File: src/rtl/hbus_pkg.sv
package hbus_pkg;
   // word index of each register (byte address >> 1)
   typedef enum logic [2:0] {
      IDX_SCR_A = 3'd0,
      IDX_SCR_B = 3'd1,
      IDX_STAT  = 3'd2,
      IDX_EN    = 3'd3,
      IDX_CTRL  = 3'd4,
      IDX_ID    = 3'd5
   } reg_idx_e;

   function automatic logic [15:0] lane_merge(input logic [15:0] old_v,
                                              input logic [15:0] new_v,
                                              input logic [15:0] mask);
      return (old_v & ~mask) | (new_v & mask);
   endfunction
endpackage

File: src/rtl/hbus_sync.sv
module hbus_sync #(
   parameter int unsigned W       = 1,
   parameter int unsigned STAGES  = 2,
   parameter logic [W-1:0] RST_VAL = '0
) (
   input  logic         clk,
   input  logic         rst_n,
   input  logic [W-1:0] d,
   output logic [W-1:0] q
);
   if (STAGES < 2) begin : g_bad_stages
      $error("hbus_sync: STAGES must be at least 2");
   end

   logic [W-1:0] pipe [STAGES];

   for (genvar s = 0; s < STAGES; s++) begin : g_stage
      always_ff @(posedge clk or negedge rst_n) begin
         if (!rst_n)      pipe[s] <= RST_VAL;
         else if (s == 0) pipe[s] <= d;
         else             pipe[s] <= pipe[(s == 0) ? 0 : s - 1];
      end
   end

   assign q = pipe[STAGES-1];
endmodule

File: src/rtl/hbus_addr_latch.sv
module hbus_addr_latch #(
   parameter int unsigned AW = 4
) (
   input  logic          clk,
   input  logic          rst_n,
   input  logic          ale_s,
   input  logic [AW-1:0] addr_i,
   output logic [AW-1:0] addr_o
);
   logic [AW-1:0] held;

   always_ff @(posedge clk or negedge rst_n) begin
      if (!rst_n)     held <= '0;
      else if (ale_s) held <= addr_i;
   end

   assign addr_o = ale_s ? addr_i : held;
endmodule

File: src/rtl/hbus_regfile.sv
module hbus_regfile
   import hbus_pkg::*;
#(
   parameter int unsigned AW     = 4,
   parameter int unsigned NEV    = 4,
   parameter logic [15:0] ID_VAL = 16'h5A17
) (
   input  logic          clk,
   input  logic          rst_n,
   input  logic          we,
   input  logic          wide,
   input  logic [AW-1:0] waddr,
   input  logic [15:0]   wdat,
   input  logic [AW-2:0] ridx,
   output logic [15:0]   rword,
   input  logic [NEV-1:0] ev_i,
   output logic          irq_act,
   output logic          drv_hi
);
   localparam int unsigned IW = AW - 1;
   localparam logic [IW-1:0] I_SA = IW'(IDX_SCR_A);
   localparam logic [IW-1:0] I_SB = IW'(IDX_SCR_B);
   localparam logic [IW-1:0] I_ST = IW'(IDX_STAT);
   localparam logic [IW-1:0] I_EN = IW'(IDX_EN);
   localparam logic [IW-1:0] I_CT = IW'(IDX_CTRL);
   localparam logic [IW-1:0] I_ID = IW'(IDX_ID);

   logic [15:0]    scr_a, scr_b;
   logic [NEV-1:0] stat, en, clr;
   logic [1:0]     be;
   logic [15:0]    mask, wd;
   logic [IW-1:0]  widx;

   assign widx = waddr[AW-1:1];
   assign be   = wide ? 2'b11 : (waddr[0] ? 2'b10 : 2'b01);
   assign wd   = wide ? wdat : {wdat[7:0], wdat[7:0]};

   for (genvar l = 0; l < 2; l++) begin : g_lane
      assign mask[8*l +: 8] = {8{be[l]}};
   end

   assign clr = (we && widx == I_ST) ? NEV'(wd & mask) : '0;

   always_ff @(posedge clk or negedge rst_n) begin
      if (!rst_n) begin
         scr_a  <= '0;
         scr_b  <= '0;
         stat   <= '0;
         en     <= '0;
         drv_hi <= 1'b0;
      end else begin
         stat <= (stat & ~clr) | ev_i;   // set wins over clear
         if (we) begin
            if (widx == I_SA) scr_a <= lane_merge(scr_a, wd, mask);
            if (widx == I_SB) scr_b <= lane_merge(scr_b, wd, mask);
            if (widx == I_EN) en    <= NEV'(lane_merge(16'(en), wd, mask));
            if (widx == I_CT && mask[0]) drv_hi <= wd[0];
         end
      end
   end

   always_comb begin
      rword = '0;
      if (ridx == I_SA) rword = scr_a;
      if (ridx == I_SB) rword = scr_b;
      if (ridx == I_ST) rword = 16'(stat);
      if (ridx == I_EN) rword = 16'(en);
      if (ridx == I_CT) rword = {15'd0, drv_hi};
      if (ridx == I_ID) rword = ID_VAL;
   end

   assign irq_act = |(stat & en);
endmodule

File: src/rtl/hbus_regif.sv
module hbus_regif #(
   parameter int unsigned AW          = 4,
   parameter int unsigned NEV         = 4,
   parameter int unsigned SYNC_STAGES = 2,
   parameter int unsigned RDY_WAIT    = 2,
   parameter logic [15:0] ID_VAL      = 16'h5A17
) (
   input  logic           clk,
   input  logic           rst_n,
   input  logic           cs_n,
   input  logic           rd_ds_n,
   input  logic           wr_rw_n,
   input  logic           mode,
   input  logic           width16,
   input  logic           ale,
   input  logic [AW-1:0]  addr,
   input  logic [15:0]    din,
   input  logic [NEV-1:0] ev_i,
   output logic [15:0]    dout,
   output logic           dout_oe,
   output logic           rdy_n,
   output logic           rdy_oe,
   output logic           irq_n,
   output logic           irq_oe
);
   localparam int unsigned WCW = $clog2(RDY_WAIT + 1);

   if (AW < 4) begin : g_bad_aw
      $error("hbus_regif: AW must be at least 4");
   end
   if (NEV < 1 || NEV > 16) begin : g_bad_nev
      $error("hbus_regif: NEV must be 1..16");
   end
   if (RDY_WAIT < 1) begin : g_bad_wait
      $error("hbus_regif: RDY_WAIT must be at least 1");
   end

   logic ale_s, cs_s, rs_s, ws_s;
   logic rd_act, wr_act, acc, wr_q, wr_commit, irq_act, drv_hi;
   logic [WCW-1:0] wcnt;
   logic [AW-1:0]  addr_eff, wadr;
   logic [15:0]    wdat, rword;

   hbus_sync #(.W(4), .STAGES(SYNC_STAGES), .RST_VAL(4'hF)) u_sync (
      .clk(clk), .rst_n(rst_n),
      .d({ale, cs_n, rd_ds_n, wr_rw_n}),
      .q({ale_s, cs_s, rs_s, ws_s})
   );

   hbus_addr_latch #(.AW(AW)) u_alat (
      .clk(clk), .rst_n(rst_n), .ale_s(ale_s), .addr_i(addr), .addr_o(addr_eff)
   );

   // strobe decode: mode 1 = data strobe + direction, mode 0 = split strobes
   assign rd_act = !cs_s && (mode ? (!rs_s && ws_s)  : !rs_s);
   assign wr_act = !cs_s && (mode ? (!rs_s && !ws_s) : !ws_s);
   assign acc    = rd_act || wr_act;
   assign wr_commit = wr_q && !wr_act;

   always_ff @(posedge clk or negedge rst_n) begin
      if (!rst_n) begin
         wr_q <= 1'b0;
         wcnt <= WCW'(RDY_WAIT);
         wadr <= '0;
         wdat <= '0;
      end else begin
         wr_q <= wr_act;
         if (!acc)              wcnt <= WCW'(RDY_WAIT);
         else if (wcnt != '0)   wcnt <= wcnt - 1'b1;
         if (wr_act) begin
            wadr <= addr_eff;
            wdat <= din;
         end
      end
   end

   hbus_regfile #(.AW(AW), .NEV(NEV), .ID_VAL(ID_VAL)) u_rf (
      .clk(clk), .rst_n(rst_n), .we(wr_commit), .wide(width16),
      .waddr(wadr), .wdat(wdat), .ridx(addr_eff[AW-1:1]), .rword(rword),
      .ev_i(ev_i), .irq_act(irq_act), .drv_hi(drv_hi)
   );

   assign dout_oe = rst_n && rd_act;
   assign dout    = !dout_oe ? 16'h0000 :
                    width16  ? rword :
                    {8'h00, (addr_eff[0] ? rword[15:8] : rword[7:0])};

   assign rdy_n  = !(acc && wcnt == '0);
   assign rdy_oe = rst_n && !cs_n;
   assign irq_n  = !irq_act;
   assign irq_oe = rst_n && (irq_act || drv_hi);
endmodule

File: config.mk
export PLATFORM = sky130hd
export DESIGN_NAME = hbus_regif
export DESIGN_NICKNAME = d
export VERILOG_FILES = /design/src/rtl/hbus_pkg.sv /design/src/rtl/hbus_sync.sv /design/src/rtl/hbus_addr_latch.sv /design/src/rtl/hbus_regfile.sv /design/src/rtl/hbus_regif.sv
export SDC_FILE = /design/constraint.sdc
export NUM_CORES = 1
export LEC_CHECK = 0
export BUFFER_PORTS_ARGS = -buffer_cell sky130_fd_sc_hd__buf_2
export CAP_MARGIN = 10
export CORE_ASPECT_RATIO = 0.7
export CORE_MARGIN = 2
export CORE_UTILIZATION = 51
export DETAILED_ROUTE_END_ITERATION = 8
export PLACE_DENSITY = 0.76
export SYNTH_ARGS = -nofsm -noshare
export SYNTH_HDL_FRONTEND = slang
export SYNTH_HIERARCHICAL = 1
export SYNTH_SLANG_ARGS = --single-unit
File: constraint.sdc
create_clock -name clk -period 3.9 [get_ports clk]
set_clock_uncertainty 0.15 [all_clocks]
set_input_delay 1.17 -clock clk [delete_from_list [all_inputs] [get_ports clk]]
set_output_delay 1.17 -clock clk [all_outputs]
set_load 0.05 [all_outputs]
==> impl_summary.log, run 1 <==
[metrics] origin of the critical flop-to-flop path: u_sync/q[1]$_DFF_PN1_
[metrics] worst-case register-to-register setup slack: 1.20 ns
[metrics] total CTS buffers: 9
[metrics] failing checks: setup timing
[metrics] gpl congestion: 0.8680
[metrics] leading register cell type out of synthesis: sky130_fd_sc_hd__dfrtp_1
[metrics] nature of the critical path endpoint: output port
[metrics] number of levels the H-tree was split into: 3
[metrics] global route total overflow: 0
[metrics] maximum vdd drop: 0.3866 mV
[metrics] leakage power total: 2.062 nW
[metrics] Syn Inst Count: 290
[metrics] arrival time reported for the critical path endpoint: 2.65 ns
[metrics] Die Span X: 104.4 µm
[metrics] total detailed-routing wirelength: 8563 µm
[metrics] Unique masters post-synth: 38
[metrics] number of inserted diodes: 0
[metrics] Netlist Area Pre-Place: 3597 µm²
[metrics] number of setup violations in the final report: 5
[metrics] async set-reset flop share out of synthesis: 1.000
[metrics] final worst slack: -0.07162 ns
[metrics] element type at the critical path start: input pin
[metrics] number of buffers added on ports: 52
[metrics] yosys synthesis warning count: 6
[metrics] final core utilization: 0.6826
[metrics] Worst Reg-to-Reg Cells: 5
[metrics] number of buffers added to fix hold violations after cts: 0
[metrics] clock latency on the worst-skew pair: 0.35 ns
[metrics] type of the tightest min-delay check: reg -> reg
[metrics] Layout fillers: 499
[metrics] transition time at the pin with the least slew margin: 0.6376 ns
[metrics] final critical path time including I/O delays and setup: 3.972 ns
[metrics] global-route wire length before repair: 13510 µm
[metrics] count of clock tree sinks: 76
[metrics] count of standard-cell rows: 25
[metrics] post-synthesis net count: 323
[metrics] final number of hold-violating endpoints: 0
[metrics] boundary pin count: 53
[metrics] classification of the worst setup path: in -> out
[metrics] cell at the root of the clock tree: sky130_fd_sc_hd__clkbuf_8
[metrics] final-stage net count: 396
[metrics] worst setup path endpoint: dout[12]
[metrics] Post-synth EDFFs: 0
[metrics] post-route clock period utilization: 1.018
[metrics] Max Transition Viols Final: 0
[metrics] maxcap violations: 0
[metrics] mean instance size in the synthesized netlist: 12.40 µm²
[metrics] critical path data required time: 2.58 ns
[metrics] maximum clock frequency: 251.8 MHz
[metrics] clock buffer depth: 2
[metrics] drt first pass iters: 4
[metrics] DP Wirelength: 5974 µm
[metrics] number of register bits inferred by synthesis: 76
[metrics] post-CTS clock slew at the launch and capture registers of the worst setup and hold paths: 0.07 ns
[metrics] outcome: complete, but fails checks
[metrics] power density over cell area: 540.2 nW/µm²
[metrics] vias in the first global route: 2476
[metrics] start point of the critical path: addr[1]
[metrics] routed wirelength normalized by instance count: 18.57 µm
[metrics] # DRC: 0
[metrics] die area: 7752 µm²
[metrics] global router's overall resource usage: 0.2354
[metrics] Die Y-Extent: 74.27 µm
[metrics] number of DRC markers after the initial detailed-route iteration: 115
[metrics] register area share after synthesis: 0.5318
[metrics] total number of vias: 2516
[metrics] DRT antenna net count: 0
[metrics] initial antenna violation count: 0
[metrics] clock tree from TritonCTS: yes
[metrics] Slew HR: 0.5749
[metrics] pin count of the biggest net entering global routing: 44
[metrics] area growth from synthesis to final layout: 28.80%
[metrics] starting density of the core: 0.5300
[metrics] setup total negative slack: -0.1759 ns
[metrics] CORE AREA: 6788 µm²
[metrics] maximum fanout count along the critical path: 7
[metrics] vias per cell: 5.458
[metrics] share of cells above drive strength 1: 0.5831
[metrics] RSZ-0062 raised after global routing: yes
-- synth_stat cells, types with 3 or more instances --
cell type                  instances  area [µm²]
sky130_fd_sc_hd__nor2b_1           6       37.54
sky130_fd_sc_hd__nand2_1          23       86.33
sky130_fd_sc_hd__o21ai_0           7       35.03
sky130_fd_sc_hd__dfstp_2           9       236.5
sky130_fd_sc_hd__mux2_4            8       120.1
sky130_fd_sc_hd__buf_4             4       30.03
sky130_fd_sc_hd__a31oi_1           4       25.02
sky130_fd_sc_hd__nor2_1           14       52.55
sky130_fd_sc_hd__buf_2             5       25.02
sky130_fd_sc_hd__a21oi_1          15       75.07
sky130_fd_sc_hd__mux2_2           60       675.7
sky130_fd_sc_hd__dfrtp_1          67        1677
sky130_fd_sc_hd__clkbuf_1          7       26.28
sky130_fd_sc_hd__or3b_1            3       26.28
sky130_fd_sc_hd__mux2i_1          11       110.1
sky130_fd_sc_hd__inv_1             7       26.28
sky130_fd_sc_hd__o21a_1            4       30.03
sky130_fd_sc_hd__and3_1            8       50.05
-- layout by cell type, fill, tap and decap left out, drive strengths merged, types with 6 or more instances in the layout --
master	netlist	routed
mux2i	11	11
clkbuf	7	12
nand2	23	23
mux2	70	70
dfstp	9	9
a21oi	15	15
o21ai	7	7
nor2b	6	6
nor2	14	14
inv	7	7
and3	8	8
buf	12	80
dfrtp	67	67
-- layer usage --
| metal | global-route usage | vias up | wire (µm) |
|---|---|---|---|
| li1 | - | 1164 | - |
| met1 | 0.3402 | 1261 | 4023 |
| met2 | 0.3522 | 79 | 3860 |
| met3 | 0.05434 | 12 | 580 |
| met4 | 0.08709 | 0 | 99 |
| met5 | 0 | - | 0 |
-- critical path, stage by stage --
cell	delay, ns
sky130_fd_sc_hd__buf_6	0.09
sky130_fd_sc_hd__mux2_4	0.32
sky130_fd_sc_hd__or3b_4	0.43
sky130_fd_sc_hd__a21oi_4	0.19
sky130_fd_sc_hd__buf_6	0.11
sky130_fd_sc_hd__and3_4	0.18
sky130_fd_sc_hd__buf_8	0.14
-- through the flow --
stage          setup slack [ns]  area (µm²)  cells  hold slack [ns]  power, mW
2_1_floorplan           -0.1052        3735    290           0.1952      1.655
3_3_place_gp            -0.1532        4185    443           0.1960      1.827
6_report               -0.07162        4633    461           0.2066      2.503
5_1_grt                -0.09317        4633    461           0.2128      2.651
4_1_cts                -0.03979        4471    459           0.2073      2.462
3_5_place_dp            -0.1840        4185    443           0.1972      1.862
-- report_power, final --
part	switching [mW]	total [mW]	internal, mW
Sequential	0.165	1.19	1.03
Clock	0.275	0.584	0.310
Combinational	0.340	0.727	0.387
-- repair_timing --
item	4_1_cts	5_1_grt
gates resized for setup	27	42
endpoints found under the hold margin	0	0
pin swaps	1	18
setup endpoints to repair	16	16
setup buffers	1	2
-- cells by family (layout without fill, tap and decap cells) --
family                     Yosys count  after routing  synth area share
adders and majority gates            1              1          0.003478
xor gates and xnor gates             1              1          0.002435
and+or+nand+nor                     67             67           0.09879
DFF                                 76             76            0.5318
AOI/OAI and AO/OA                   36             36           0.05947
muxes                               82             82            0.2644
buffers and inverters               27            104           0.03965
-- cell type report --
type,instances,area [µm²],area share
clock buffers,11,141.4,0.03052
repair buffers,81,623.1,0.1345
clock inverters,4,51.30,0.01107
well taps,94,117.6,0.02538
inverters,8,35.03,0.007561
flip-flops and latches,76,1913,0.4129
multi-input cells,187,1752,0.3781
-- how the worst min path moves through the flow --
stage                                         from                    end  slack [ns]  cells past startpoint
after floorplan           u_sync/pipe[4]$_DFF_PN1_  u_sync/q[0]$_DFF_PN1_        0.20                      0
after global routing      u_sync/pipe[4]$_DFF_PN1_  u_sync/q[0]$_DFF_PN1_        0.21                      0
after global placement    u_sync/pipe[6]$_DFF_PN1_  u_sync/q[2]$_DFF_PN1_        0.20                      0
after CTS                 u_sync/pipe[4]$_DFF_PN1_  u_sync/q[0]$_DFF_PN1_        0.21                      0
final                     u_sync/pipe[4]$_DFF_PN1_  u_sync/q[0]$_DFF_PN1_        0.21                      0
after detailed placement  u_sync/pipe[4]$_DFF_PN1_  u_sync/q[0]$_DFF_PN1_        0.20                      0
Note: power is estimated with default switching activity, not from simulation.
==> inputs of run 2 (changes only) <==
- CELL_PAD_IN_SITES_DETAIL_PLACEMENT: not set -> 1
- CELL_PAD_IN_SITES_GLOBAL_PLACEMENT: not set -> 1
- CORE_UTILIZATION: 51 -> 41
==> run 2 against run 1 <==
Net effect:
- the run still ends with setup timing left
- sequential power about the same
- via count increased by 2.9%
- clock power increased by 43%
- flip-flop and latch count unchanged
- combinational power increased by 7.6%
- die area increased by 23%
- count of clock-buffer cells in the layout unchanged
- global-route usage decreased by 0.97 points
- register-to-register slack got worse by 0.05 ns
- critical path type unchanged
==> impl_summary.log, run 2 (synthesis results as in run 1) <==
[metrics] global-route track usage on met1: 0.2964
[metrics] post-CTS clock slew at the launch and capture registers of the worst setup and hold paths: 0.06 ns
[metrics] arrival time reported for the critical path endpoint: 2.61 ns
[metrics] transition time at the pin with the least slew margin: 0.6223 ns
[metrics] element type at the critical path start: input pin
[metrics] initial antenna violation count: 0
[metrics] global-route met3 utilization: 0.05985
[metrics] setup total negative slack: -0.08642 ns
[metrics] number of buffers added on ports: 52
[metrics] count of clock tree sinks: 76
[metrics] final critical path time including I/O delays and setup: 3.932 ns
[metrics] starting density of the core: 0.4243
[metrics] critical path data required time: 2.58 ns
[metrics] Design Area, Final: 4792 µm²
[metrics] switching power share of the total: 0.3201
[metrics] boundary pin count: 53
[metrics] list of cells traversed by the critical path: buf_6 > mux2_4 > buf_12 > mux2i_1 > nor2_2 > and3_1 > buf_2
[metrics] power density over cell area: 591.2 nW/µm²
[metrics] classification of the worst setup path: in -> out
[metrics] count of standard-cell rows: 28
[metrics] DRT antenna net count: 0
[metrics] total placed instance area: 4233 µm²
[metrics] DP Wirelength: 6767 µm
[metrics] drt first pass iters: 4
[metrics] maximum vdd drop: 0.2899 mV
[metrics] Worst path top cell family by delay: multiplexers
[metrics] switching power: 0.9068 mW
[metrics] Layout fillers: 868
[metrics] maximum cell stage delay along the critical path: 0.37 ns
[metrics] number of setup violations in the final report: 4
[metrics] global-route wire length before repair: 15390 µm
[metrics] maximum fanout count along the critical path: 8
[metrics] Max Transition Viols Final: 0
[metrics] final number of hold-violating endpoints: 0
[metrics] maximum clock frequency: 254.3 MHz
[metrics] total detailed-routing wirelength: 10220 µm
[metrics] final-stage net count: 396
[metrics] pin count of the biggest net entering global routing: 43
[metrics] nature of the critical path endpoint: output port
[metrics] routed wirelength normalized by instance count: 20.93 µm
[metrics] die area: 9551 µm²
[metrics] area growth from synthesis to final layout: 33.22%
[metrics] cell-internal power: 1.926 mW
[metrics] post-route clock period utilization: 1.008
[metrics] CORE AREA: 8478 µm²
[metrics] part of the total power dissipated in sequential elements: 0.429
[metrics] cell depth of the worst setup path: 7
[metrics] number of inserted diodes: 0
[metrics] type of the tightest min-delay check: reg -> reg
[metrics] share of cells above drive strength 1: 0.5870
[metrics] final worst slack: -0.03237 ns
[metrics] failing checks: setup timing
[metrics] commonest non-fill, non-tap cells in the layout: sky130_fd_sc_hd__dfrtp_1, sky130_fd_sc_hd__mux2_2, sky130_fd_sc_hd__buf_2, sky130_fd_sc_hd__buf_4, sky130_fd_sc_hd__nand2_1
[metrics] Critical path buffers and inverters: 3
[metrics] Slew HR: 0.5851
[metrics] cell at the root of the clock tree: sky130_fd_sc_hd__clkbuf_16
[metrics] Die Y-Extent: 82.37 µm
[metrics] number of buffers added to fix hold violations after cts: 0
[metrics] clock tree from TritonCTS: yes
[metrics] start point of the critical path: addr[1]
[metrics] RSZ-0062 raised after global routing: yes
[metrics] origin of the critical flop-to-flop path: u_sync/q[1]$_DFF_PN1_
[metrics] total number of vias: 2590
[metrics] share of power burned in the clock network: 0.295
[metrics] total CTS buffers: 9
[metrics] share of total power in combinational logic: 0.276
[metrics] gpl congestion: 0.8777
[metrics] met2 usage in global routing: 0.3801
[metrics] global routing's busiest layer: met2
[metrics] clock latency on the worst-skew pair: 0.34 ns
[metrics] number of levels the H-tree was split into: 3
[metrics] global route total overflow: 0
[metrics] maxcap violations: 0
[metrics] outcome: complete, but fails checks
[metrics] number of DRC markers after the initial detailed-route iteration: 112
[metrics] worst setup path endpoint: dout[13]
[metrics] worst-case register-to-register setup slack: 1.15 ns
[metrics] Die Span X: 116.0 µm
[metrics] vias per cell: 5.307
[metrics] vias in the first global route: 2759
[metrics] Worst Reg-to-Reg Cells: 5
[metrics] clock buffer depth: 2
[metrics] leading cell type in the layout, fill and taps excluded: sky130_fd_sc_hd__dfrtp_1
[metrics] leakage power total: 2.101 nW
[metrics] # DRC: 0
[metrics] CP max-delay cell: sky130_fd_sc_hd__mux2i_1
[metrics] global router's overall resource usage: 0.2257
-- run 2: changes by cell type in the layout (fill, tap and decap cells not counted), moves of 3 or more --
cell	previous run	this run
sky130_fd_sc_hd__clkbuf_8	10	0
sky130_fd_sc_hd__mux2i_1	11	8
sky130_fd_sc_hd__buf_6	18	13
sky130_fd_sc_hd__clkbuf_16	0	10
sky130_fd_sc_hd__buf_4	25	29
-- run 2: per-stage QoR --
stage	std cells	setup slack, ns	power, mW	hold slack, ns	utilization
2_1_floorplan	290	-0.1052	1.655	0.1952	-
3_3_place_gp	470	-0.1490	1.850	0.1971	0.4993
3_5_place_dp	470	-0.1871	1.896	0.1975	0.4993
4_1_cts	486	-0.03083	2.792	0.2056	0.5488
5_1_grt	488	-0.06977	2.966	0.2142	0.5652
6_report	488	-0.03237	2.833	0.2055	0.5652
-- run 2: worst min-delay path by stage --
stage	startpoint	to	cells past startpoint
5_1_grt	u_sync/pipe[7]$_DFF_PN1_	u_sync/q[3]$_DFF_PN1_	0
2_1_floorplan	u_sync/pipe[4]$_DFF_PN1_	u_sync/q[0]$_DFF_PN1_	0
3_3_place_gp	u_sync/pipe[7]$_DFF_PN1_	u_sync/q[3]$_DFF_PN1_	0
6_report	u_sync/pipe[7]$_DFF_PN1_	u_sync/q[3]$_DFF_PN1_	0
3_5_place_dp	u_sync/pipe[7]$_DFF_PN1_	u_sync/q[3]$_DFF_PN1_	0
4_1_cts	u_sync/pipe[6]$_DFF_PN1_	u_sync/q[2]$_DFF_PN1_	0
-- run 2: final cells by class --
class | instances | area (µm²) | area share
Clock inverter | 5 | 61.31 | 0.01279
Tap cell | 120 | 150.1 | 0.03133
Clock buffer | 11 | 232.7 | 0.04856
Sequential cell | 76 | 1913 | 0.3992
Inverter | 8 | 35.03 | 0.007311
Multi-Input combinational cell | 187 | 1770 | 0.3695
Timing Repair Buffer | 81 | 629.4 | 0.1313
-- run 2: power by group through the flow --
| stage | combinational [mW] | sequential (mW) | clock (mW) |
|---|---|---|---|
| after floorplan | 0.524 | 1.13 | 0 |
| after global placement | 0.667 | 1.18 | 0 |
| after detailed placement | 0.692 | 1.20 | 0 |
| after CTS | 0.731 | 1.21 | 0.856 |
| after global routing | 0.833 | 1.24 | 0.888 |
| final | 0.782 | 1.22 | 0.835 |
-- run 2: what timing repair did --
item,CTS,global route
cloned,0,1
endpoints found under the setup margin,16,16
setup buffers,0,1
pin swaps,5,13
gates resized for setup,39,29
-- run 2: routing by layer --
| metal | vias up | share of wire | wire length (µm) |
|---|---|---|---|
| li1 | 1163 | - | - |
| met1 | 1343 | 0.45 | 4594 |
| met2 | 73 | 0.49 | 5028 |
| met3 | 11 | 0.047 | 483 |
| met4 | 0 | 0.011 | 110 |
| met5 | - | 0 | 0 |
